[config.mk]
export PLATFORM = sky130hd
export DESIGN_NAME = cmul3_top
export DESIGN_NICKNAME = d
export VERILOG_FILES = /design/src/rtl/cmul3_pkg.sv /design/src/rtl/cmul3_preadd.sv /design/src/rtl/cmul3_mult.sv /design/src/rtl/cmul3_sum.sv /design/src/rtl/cmul3_vpipe.sv /design/src/rtl/cmul3_top.sv
export SDC_FILE = /design/constraint.sdc
export NUM_CORES = 2
export LEC_CHECK = 0
export BUFFER_PORTS_ARGS = -buffer_cell sky130_fd_sc_hd__buf_2
export CORE_ASPECT_RATIO = 1.4
export CORE_UTILIZATION = 59
export DETAILED_ROUTE_END_ITERATION = 10
export PLACE_DENSITY = 0.79
export SYNTH_ARGS = -nofsm -noshare
export SYNTH_HDL_FRONTEND = slang
export SYNTH_SLANG_ARGS = --single-unit
[constraint.sdc]
create_clock -name clk -period 6.4 [get_ports clk]
set_input_delay 0.64 -clock clk [delete_from_list [all_inputs] [get_ports clk]]
set_output_delay 0.64 -clock clk [all_outputs]
set_load 0.01 [all_outputs]
[src/rtl/cmul3_pkg.sv]
package cmul3_pkg;

    // Default operand width and structural constants of the product pipe.
    localparam int unsigned CM_IN_W      = 16;
    localparam int unsigned CM_LATENCY   = 4;
    localparam int unsigned CM_NUM_MULT  = 3;

    // Multiplier slot assignment.
    localparam int unsigned CM_IX_SHARED = 0;
    localparam int unsigned CM_IX_REAL   = 1;
    localparam int unsigned CM_IX_IMAG   = 2;

    // A sum or difference of two w-bit values needs one more bit.
    function automatic int unsigned cm_pre_w(input int unsigned w);
        return w + 1;
    endfunction

    // A signed product needs the sum of the operand widths.
    function automatic int unsigned cm_prod_w(input int unsigned aw, input int unsigned bw);
        return aw + bw;
    endfunction

endpackage

[src/rtl/cmul3_preadd.sv]
module cmul3_preadd #(
    parameter int unsigned IN_W  = 16,
    parameter int unsigned PRE_W = 17
) (
    input  logic              clk,
    input  logic [IN_W-1:0]   xr_i,
    input  logic [IN_W-1:0]   xi_i,
    input  logic [IN_W-1:0]   yr_i,
    input  logic [IN_W-1:0]   yi_i,
    output logic [PRE_W-1:0]  xdiff_o,
    output logic [PRE_W-1:0]  ydiff_o,
    output logic [PRE_W-1:0]  ysum_o,
    output logic [IN_W-1:0]   xr_o,
    output logic [IN_W-1:0]   xi_o,
    output logic [IN_W-1:0]   yi_o
);

    // Stage 1: captured operands.
    typedef struct packed {
        logic [IN_W-1:0] xr;
        logic [IN_W-1:0] xi;
        logic [IN_W-1:0] yr;
        logic [IN_W-1:0] yi;
    } opnd_t;

    // Stage 2: pre-adder results plus the operands the multipliers still need.
    typedef struct packed {
        logic [PRE_W-1:0] xdiff;
        logic [PRE_W-1:0] ydiff;
        logic [PRE_W-1:0] ysum;
        logic [IN_W-1:0]  xr;
        logic [IN_W-1:0]  xi;
        logic [IN_W-1:0]  yi;
    } pre_t;

    opnd_t opnd_d, opnd_q;
    pre_t  pre_d,  pre_q;

    always_comb begin
        opnd_d.xr = xr_i;
        opnd_d.xi = xi_i;
        opnd_d.yr = yr_i;
        opnd_d.yi = yi_i;

        pre_d.xdiff = PRE_W'($signed(opnd_q.xr)) - PRE_W'($signed(opnd_q.xi));
        pre_d.ydiff = PRE_W'($signed(opnd_q.yr)) - PRE_W'($signed(opnd_q.yi));
        pre_d.ysum  = PRE_W'($signed(opnd_q.yr)) + PRE_W'($signed(opnd_q.yi));
        pre_d.xr    = opnd_q.xr;
        pre_d.xi    = opnd_q.xi;
        pre_d.yi    = opnd_q.yi;
    end

    // Data registers carry no reset.
    always_ff @(posedge clk) begin
        opnd_q <= opnd_d;
        pre_q  <= pre_d;
    end

    assign xdiff_o = pre_q.xdiff;
    assign ydiff_o = pre_q.ydiff;
    assign ysum_o  = pre_q.ysum;
    assign xr_o    = pre_q.xr;
    assign xi_o    = pre_q.xi;
    assign yi_o    = pre_q.yi;

endmodule

[src/rtl/cmul3_mult.sv]
module cmul3_mult #(
    parameter int unsigned AW = 16,
    parameter int unsigned BW = 17,
    localparam int unsigned PW = AW + BW
) (
    input  logic          clk,
    input  logic [AW-1:0] a_i,
    input  logic [BW-1:0] b_i,
    output logic [PW-1:0] p_o
);

    typedef struct packed {
        logic [PW-1:0] prod;
    } mul_t;

    mul_t mul_d, mul_q;

    always_comb begin
        mul_d.prod = PW'($signed(a_i)) * PW'($signed(b_i));
    end

    always_ff @(posedge clk) begin
        mul_q <= mul_d;
    end

    assign p_o = mul_q.prod;

endmodule

[src/rtl/cmul3_sum.sv]
module cmul3_sum #(
    parameter int unsigned PROD_W = 33,
    parameter int unsigned OUT_W  = 35
) (
    input  logic              clk,
    input  logic [PROD_W-1:0] shared_i,
    input  logic [PROD_W-1:0] preal_i,
    input  logic [PROD_W-1:0] pimag_i,
    output logic [OUT_W-1:0]  re_o,
    output logic [OUT_W-1:0]  im_o
);

    typedef struct packed {
        logic [OUT_W-1:0] re;
        logic [OUT_W-1:0] im;
    } res_t;

    res_t res_d, res_q;

    always_comb begin
        res_d.re = OUT_W'($signed(preal_i)) + OUT_W'($signed(shared_i));
        res_d.im = OUT_W'($signed(pimag_i)) + OUT_W'($signed(shared_i));
    end

    always_ff @(posedge clk) begin
        res_q <= res_d;
    end

    assign re_o = res_q.re;
    assign im_o = res_q.im;

endmodule

[src/rtl/cmul3_vpipe.sv]
module cmul3_vpipe #(
    parameter int unsigned DEPTH = 4
) (
    input  logic clk,
    input  logic rst,
    input  logic v_i,
    output logic v_o
);

    typedef struct packed {
        logic [DEPTH-1:0] stage;
    } vp_t;

    vp_t vp_d, vp_q;

    always_comb begin
        vp_d.stage = {vp_q.stage[DEPTH-2:0], v_i};
    end

    // Only the qualifier is reset; data stages run free.
    always_ff @(posedge clk) begin
        if (rst) begin
            vp_q.stage <= '0;
        end else begin
            vp_q <= vp_d;
        end
    end

    assign v_o = vp_q.stage[DEPTH-1];

endmodule

[src/rtl/cmul3_top.sv]
module cmul3_top
    import cmul3_pkg::*;
#(
    parameter int unsigned  IN_W  = CM_IN_W,
    localparam int unsigned OUT_W = 2 * IN_W + 3
) (
    input  logic                    clk,
    input  logic                    rst,
    input  logic                    in_valid,
    input  logic signed [IN_W-1:0]  xr,
    input  logic signed [IN_W-1:0]  xi,
    input  logic signed [IN_W-1:0]  yr,
    input  logic signed [IN_W-1:0]  yi,
    output logic                    out_valid,
    output logic signed [OUT_W-1:0] out_re,
    output logic signed [OUT_W-1:0] out_im
);

    localparam int unsigned PRE_W  = cm_pre_w(IN_W);
    localparam int unsigned PROD_W = cm_prod_w(IN_W, PRE_W);

    logic [PRE_W-1:0] xdiff, ydiff, ysum;
    logic [IN_W-1:0]  xr_p, xi_p, yi_p;

    logic [IN_W-1:0]   mul_a [CM_NUM_MULT];
    logic [PRE_W-1:0]  mul_b [CM_NUM_MULT];
    logic [PROD_W-1:0] mul_p [CM_NUM_MULT];

    logic [OUT_W-1:0] re_raw, im_raw;

    cmul3_preadd #(.IN_W(IN_W), .PRE_W(PRE_W)) u_preadd (
        .clk     (clk),
        .xr_i    (xr),
        .xi_i    (xi),
        .yr_i    (yr),
        .yi_i    (yi),
        .xdiff_o (xdiff),
        .ydiff_o (ydiff),
        .ysum_o  (ysum),
        .xr_o    (xr_p),
        .xi_o    (xi_p),
        .yi_o    (yi_p)
    );

    // Shared term: (xr - xi) * yi; real: (yr - yi) * xr; imag: (yr + yi) * xi.
    always_comb begin
        mul_a[CM_IX_SHARED] = yi_p;
        mul_b[CM_IX_SHARED] = xdiff;
        mul_a[CM_IX_REAL]   = xr_p;
        mul_b[CM_IX_REAL]   = ydiff;
        mul_a[CM_IX_IMAG]   = xi_p;
        mul_b[CM_IX_IMAG]   = ysum;
    end

    for (genvar k = 0; k < CM_NUM_MULT; k++) begin : g_mul
        cmul3_mult #(.AW(IN_W), .BW(PRE_W)) u_mul (
            .clk (clk),
            .a_i (mul_a[k]),
            .b_i (mul_b[k]),
            .p_o (mul_p[k])
        );
    end

    cmul3_sum #(.PROD_W(PROD_W), .OUT_W(OUT_W)) u_sum (
        .clk      (clk),
        .shared_i (mul_p[CM_IX_SHARED]),
        .preal_i  (mul_p[CM_IX_REAL]),
        .pimag_i  (mul_p[CM_IX_IMAG]),
        .re_o     (re_raw),
        .im_o     (im_raw)
    );

    cmul3_vpipe #(.DEPTH(CM_LATENCY)) u_vpipe (
        .clk (clk),
        .rst (rst),
        .v_i (in_valid),
        .v_o (out_valid)
    );

    assign out_re = $signed(re_raw);
    assign out_im = $signed(im_raw);

endmodule

==> summary.md <==
| Metric | Value |
|---|---|
| Met2 WL post-DR | 54.43 mm |
| Adder-Cell Fraction of Synth Area | slightly below 50% |
| Syn Nets | between 5000 and 6000 |
| Post-Syn Area | ~43000 sq um |
| Maxcap violations | 0 |
| Final setup viols | 0 |
| Remaining Overflow, GRT | 0 |
| Horiz. Die Dim | about 230 microns |
| CTS tree | done |
| Yosys top cell area share | 38.84% |
| Yosys warning count | 0 |
| Ports | 138 |
| Top cells by area, synth | fa_1 (39%), dfxtp_1 (16%), ha_1 (11%) |
| Initial antenna violation count | 1 |
| Via count | approximately 31000 |
| GRT Util Overall | between 30% and 40% |
| CTS Hold Bufs | 0 |
| Simple-gate area share of the yosys netlist | 13.96% |
| CP peak stage delay | between 0.6 and 0.7 ns |
| WL final | about 110 mm |
| Setup crit end kind | flop |
| EDFF count, synth | 0 |
| R2R setup slack | 0.16 ns |
| Crit Path Max Fanout | 11 |
| Setup tns final | 0 ns |
| Gpl congestion | roughly 0.95 |
| CP max stage cell | fa_1 |
| Syn Area/Cell | ~9.5 sq um |
| Highest metal used | met4 |
| Clk sink count | ~330 |
| CTS root buffer | clkbuf_16 |
| Seq cells post-synth | 333 |
| Critical Path RT | between 6 and 7 ns |
| Min-Delay Path Class | in2reg |
| Endpoints failing hold | 0 |
| CP Cell Sequence | nand2_1, inv_1, fa_2, buf_4, fa_1, fa_1, fa_1, fa_1, inv_1, fa_1, inv_1, ha_1, nand4_1, buf_4, a211oi_1, buf_4, o41ai_2, a21oi_1, o21a_1, nor2_1, xnor2_1, buf_4 |
| XOR/XNOR Fraction of Synth Area | ~3.8% |
| Status | completed |
| Max Slew Vio Count | 0 |
| TritonCTS buffer count | 38 |
| Worst EP arrival | ~6.8 ns |
| Most common cell in the netlist | inv_1 |
| Yosys cell types | a little under 80 |
| PortBufs | between 100 and 150 |
| WS Path Type | reg2reg |
| Rows | approximately 120 |
| Hold_sp | yr[0] |
| Fmax | approximately 160 MHz |
| ANT nets after route | 0 |
| Largest family of logic cells by synthesized area | adder cells |
| Min Tclk post-route | approximately 6.2 ns |
| Clock skew | between 0.03 and 0.04 ns |
| Top FF cell, synth | dfxtp_1 |
| Initial core utilization | approximately three fifths |
| DR pass1 iterations | 6 |
| Vias in the first global route | approximately 33000 |
| Slew margin rel. | 32.11% |
| Max Root-Sink Buffers | 3 |
| Core area | 71700 sq um |
| DRT iter0 DRCs | around 2100 |
| Compound-Gate Fraction of Synth Area | under 10% |
| Pin count of the biggest net entering global routing | 32 |
| DRC | 0 |
| DP Wirelength | 91.26 mm |
| Multiplexer share of the synthesized area | less than 1% |
| Routed wire per std cell | 19.02 microns |
| Period utilisation layout | 97.46% |
| Hold depth | 1 |
| Area Overhead vs Synth | 9.958% |
| Synth async-reset ratio | 0% |
| R2R cell count | 22 |
| Nets | around 6000 |
| Clock Latency Late Sink | roughly 0.59 ns |
| Least-Margin Pin Slew | 1.011 ns |
| First-pass GRT wire length | about 170 mm |
| Critical path launch point type | flop |
| Synth Instances | 4508 |
| Die area | 73870 sq um |
| Die height | 321.2 microns |
| WL met3 | approximately 6.4 mm |
| CTS H-tree depth | 2 |
| Most frequent CP cell | fa_1 |
| Critical R2R Capture | g_mul[1].u_mul.p_o[31] |
| Layout cells sized above 1 | a little over a tenth |
| Post-synthesis sequential area ratio | 15.53% |
| Post-synth top area cell | fa_1 |
| M1 wire length | approximately 38 mm |
| Worst Hold Path EP | u_preadd.opnd_q[16] |
| Reg-to-Reg Start | u_preadd.xr_o[1] |
| Vias per cell | about 5.5 |
| Most frequent cells after synthesis | inv_1 (971), fa_1 (833), nand2_1 (457), and2_1 (398), ha_1 (366) |
| Reg clk slew, reported paths | 0.07 ns |
flip-flops by register name, summed over array words and instances (netlist names), 17 cells and up:
signal / cells
u_preadd.opnd_q: 64
g_mul.u_mul.p_o: 99
u_preadd.xdiff_o: 17
u_sum.re_o: 34
u_sum.im_o: 34
u_preadd.ydiff_o: 17
how the worst max path moves through the flow:
stage               depth (start not counted)                     end            startpoint
finish                                     22  g_mul[1].u_mul.p_o[31]      u_preadd.xr_o[1]
global route                               23  g_mul[1].u_mul.p_o[31]   u_preadd.ydiff_o[8]
CTS                                        20  g_mul[0].u_mul.p_o[31]  u_preadd.xdiff_o[12]
detailed placement                         23  g_mul[1].u_mul.p_o[31]   u_preadd.ydiff_o[8]
global placement                           22  g_mul[1].u_mul.p_o[28]   u_preadd.ydiff_o[7]
floorplan                                  20  g_mul[0].u_mul.p_o[32]      u_preadd.yi_o[1]
placed cells by master, fill, tap and decap left out, drive strengths merged, types with 8 or more instances in the layout:
master / Yosys / routed
nand4: 13 / 13
ha: 366 / 366
and2: 398 / 398
or3: 12 / 12
a211oi: 25 / 25
o211ai: 12 / 12
clkbuf: 124 / 49
a21boi: 8 / 8
xnor2: 139 / 139
or2: 10 / 10
buf: 3 / 318
nor3: 37 / 37
nor2b: 28 / 28
inv: 972 / 975
nand3: 33 / 33
o21ai: 91 / 91
o31ai: 10 / 10
dfxtp: 333 / 333
nand2b: 32 / 32
nand2: 457 / 457
xor2: 47 / 47
a31oi: 13 / 13
clkinv: 0 / 12
a21o: 60 / 60
and3: 13 / 13
o21a: 33 / 33
nor2: 155 / 155
fa: 833 / 833
a21oi: 138 / 138
a211o: 8 / 8
o21bai: 25 / 25
final cells by class:
type | instances | area, sq um
Timing Repair Buffer | 318 | 2069
Tap cell | 944 | 1181
Antenna cell | 2 | 5.005
Sequential cell | 333 | 6756
Inverter | 972 | 3649
Clock buffer | 49 | 1074
Clock inverter | 20 | 211.5
Multi-Input combinational cell | 3076 | 32260
Fill cell | 5692 | 24490
kinds of logic after synthesis:
kind of cell               Yosys count
muxes                                2
AOI/OAI and AO/OA                  480
adders and majority gates         1199
and+or+nand+nor                   1209
buffers and inverters             1099
xor gates and xnor gates           186
DFF                                333
per-layer routing:
metal / vias up / global-route usage (%)
li1: 14172 / -
met1: 15752 / 34.50
met2: 1116 / 51.56
met3: 363 / 4.087
met4: 0 / 22.86
met5: - / 0
repair_timing:
action                                  CTS  global route
endpoints found under the setup margin    4            26
pin swaps                                 0            14
gates cloned                              0             0
gates resized for setup                   6            89
setup buffers                             0             3
worst max-delay path, delay by kind of cell, from the launching register on:
family	cells	cell delay, ns
fa+ha+maj	7	3.43
buf+inv	7	0.85
compound gates	4	0.83
flops	1	0.47
simple gates	3	0.39
xor+xnor	1	0.19
stage by stage:
stage                     setup WS, ns  hold slack [ns]  utilization, %  cells  area (sq um)
after floorplan                 0.1011           0.3308               -   4508         42930
after global placement          0.1023           0.3365           63.71   5640         45680
after global routing          -0.04494           0.1362           65.84   5712         47210
after detailed placement      0.005354           0.3441           63.71   5640         45680
after CTS                     0.004234           0.1290           65.51   5709         46970
final                           0.1623           0.1518           65.85   5714         47210
Power is left out: the tool's default activity adds up to more than one toggle a clock period on the data nets, which glitch-free logic cannot reach.
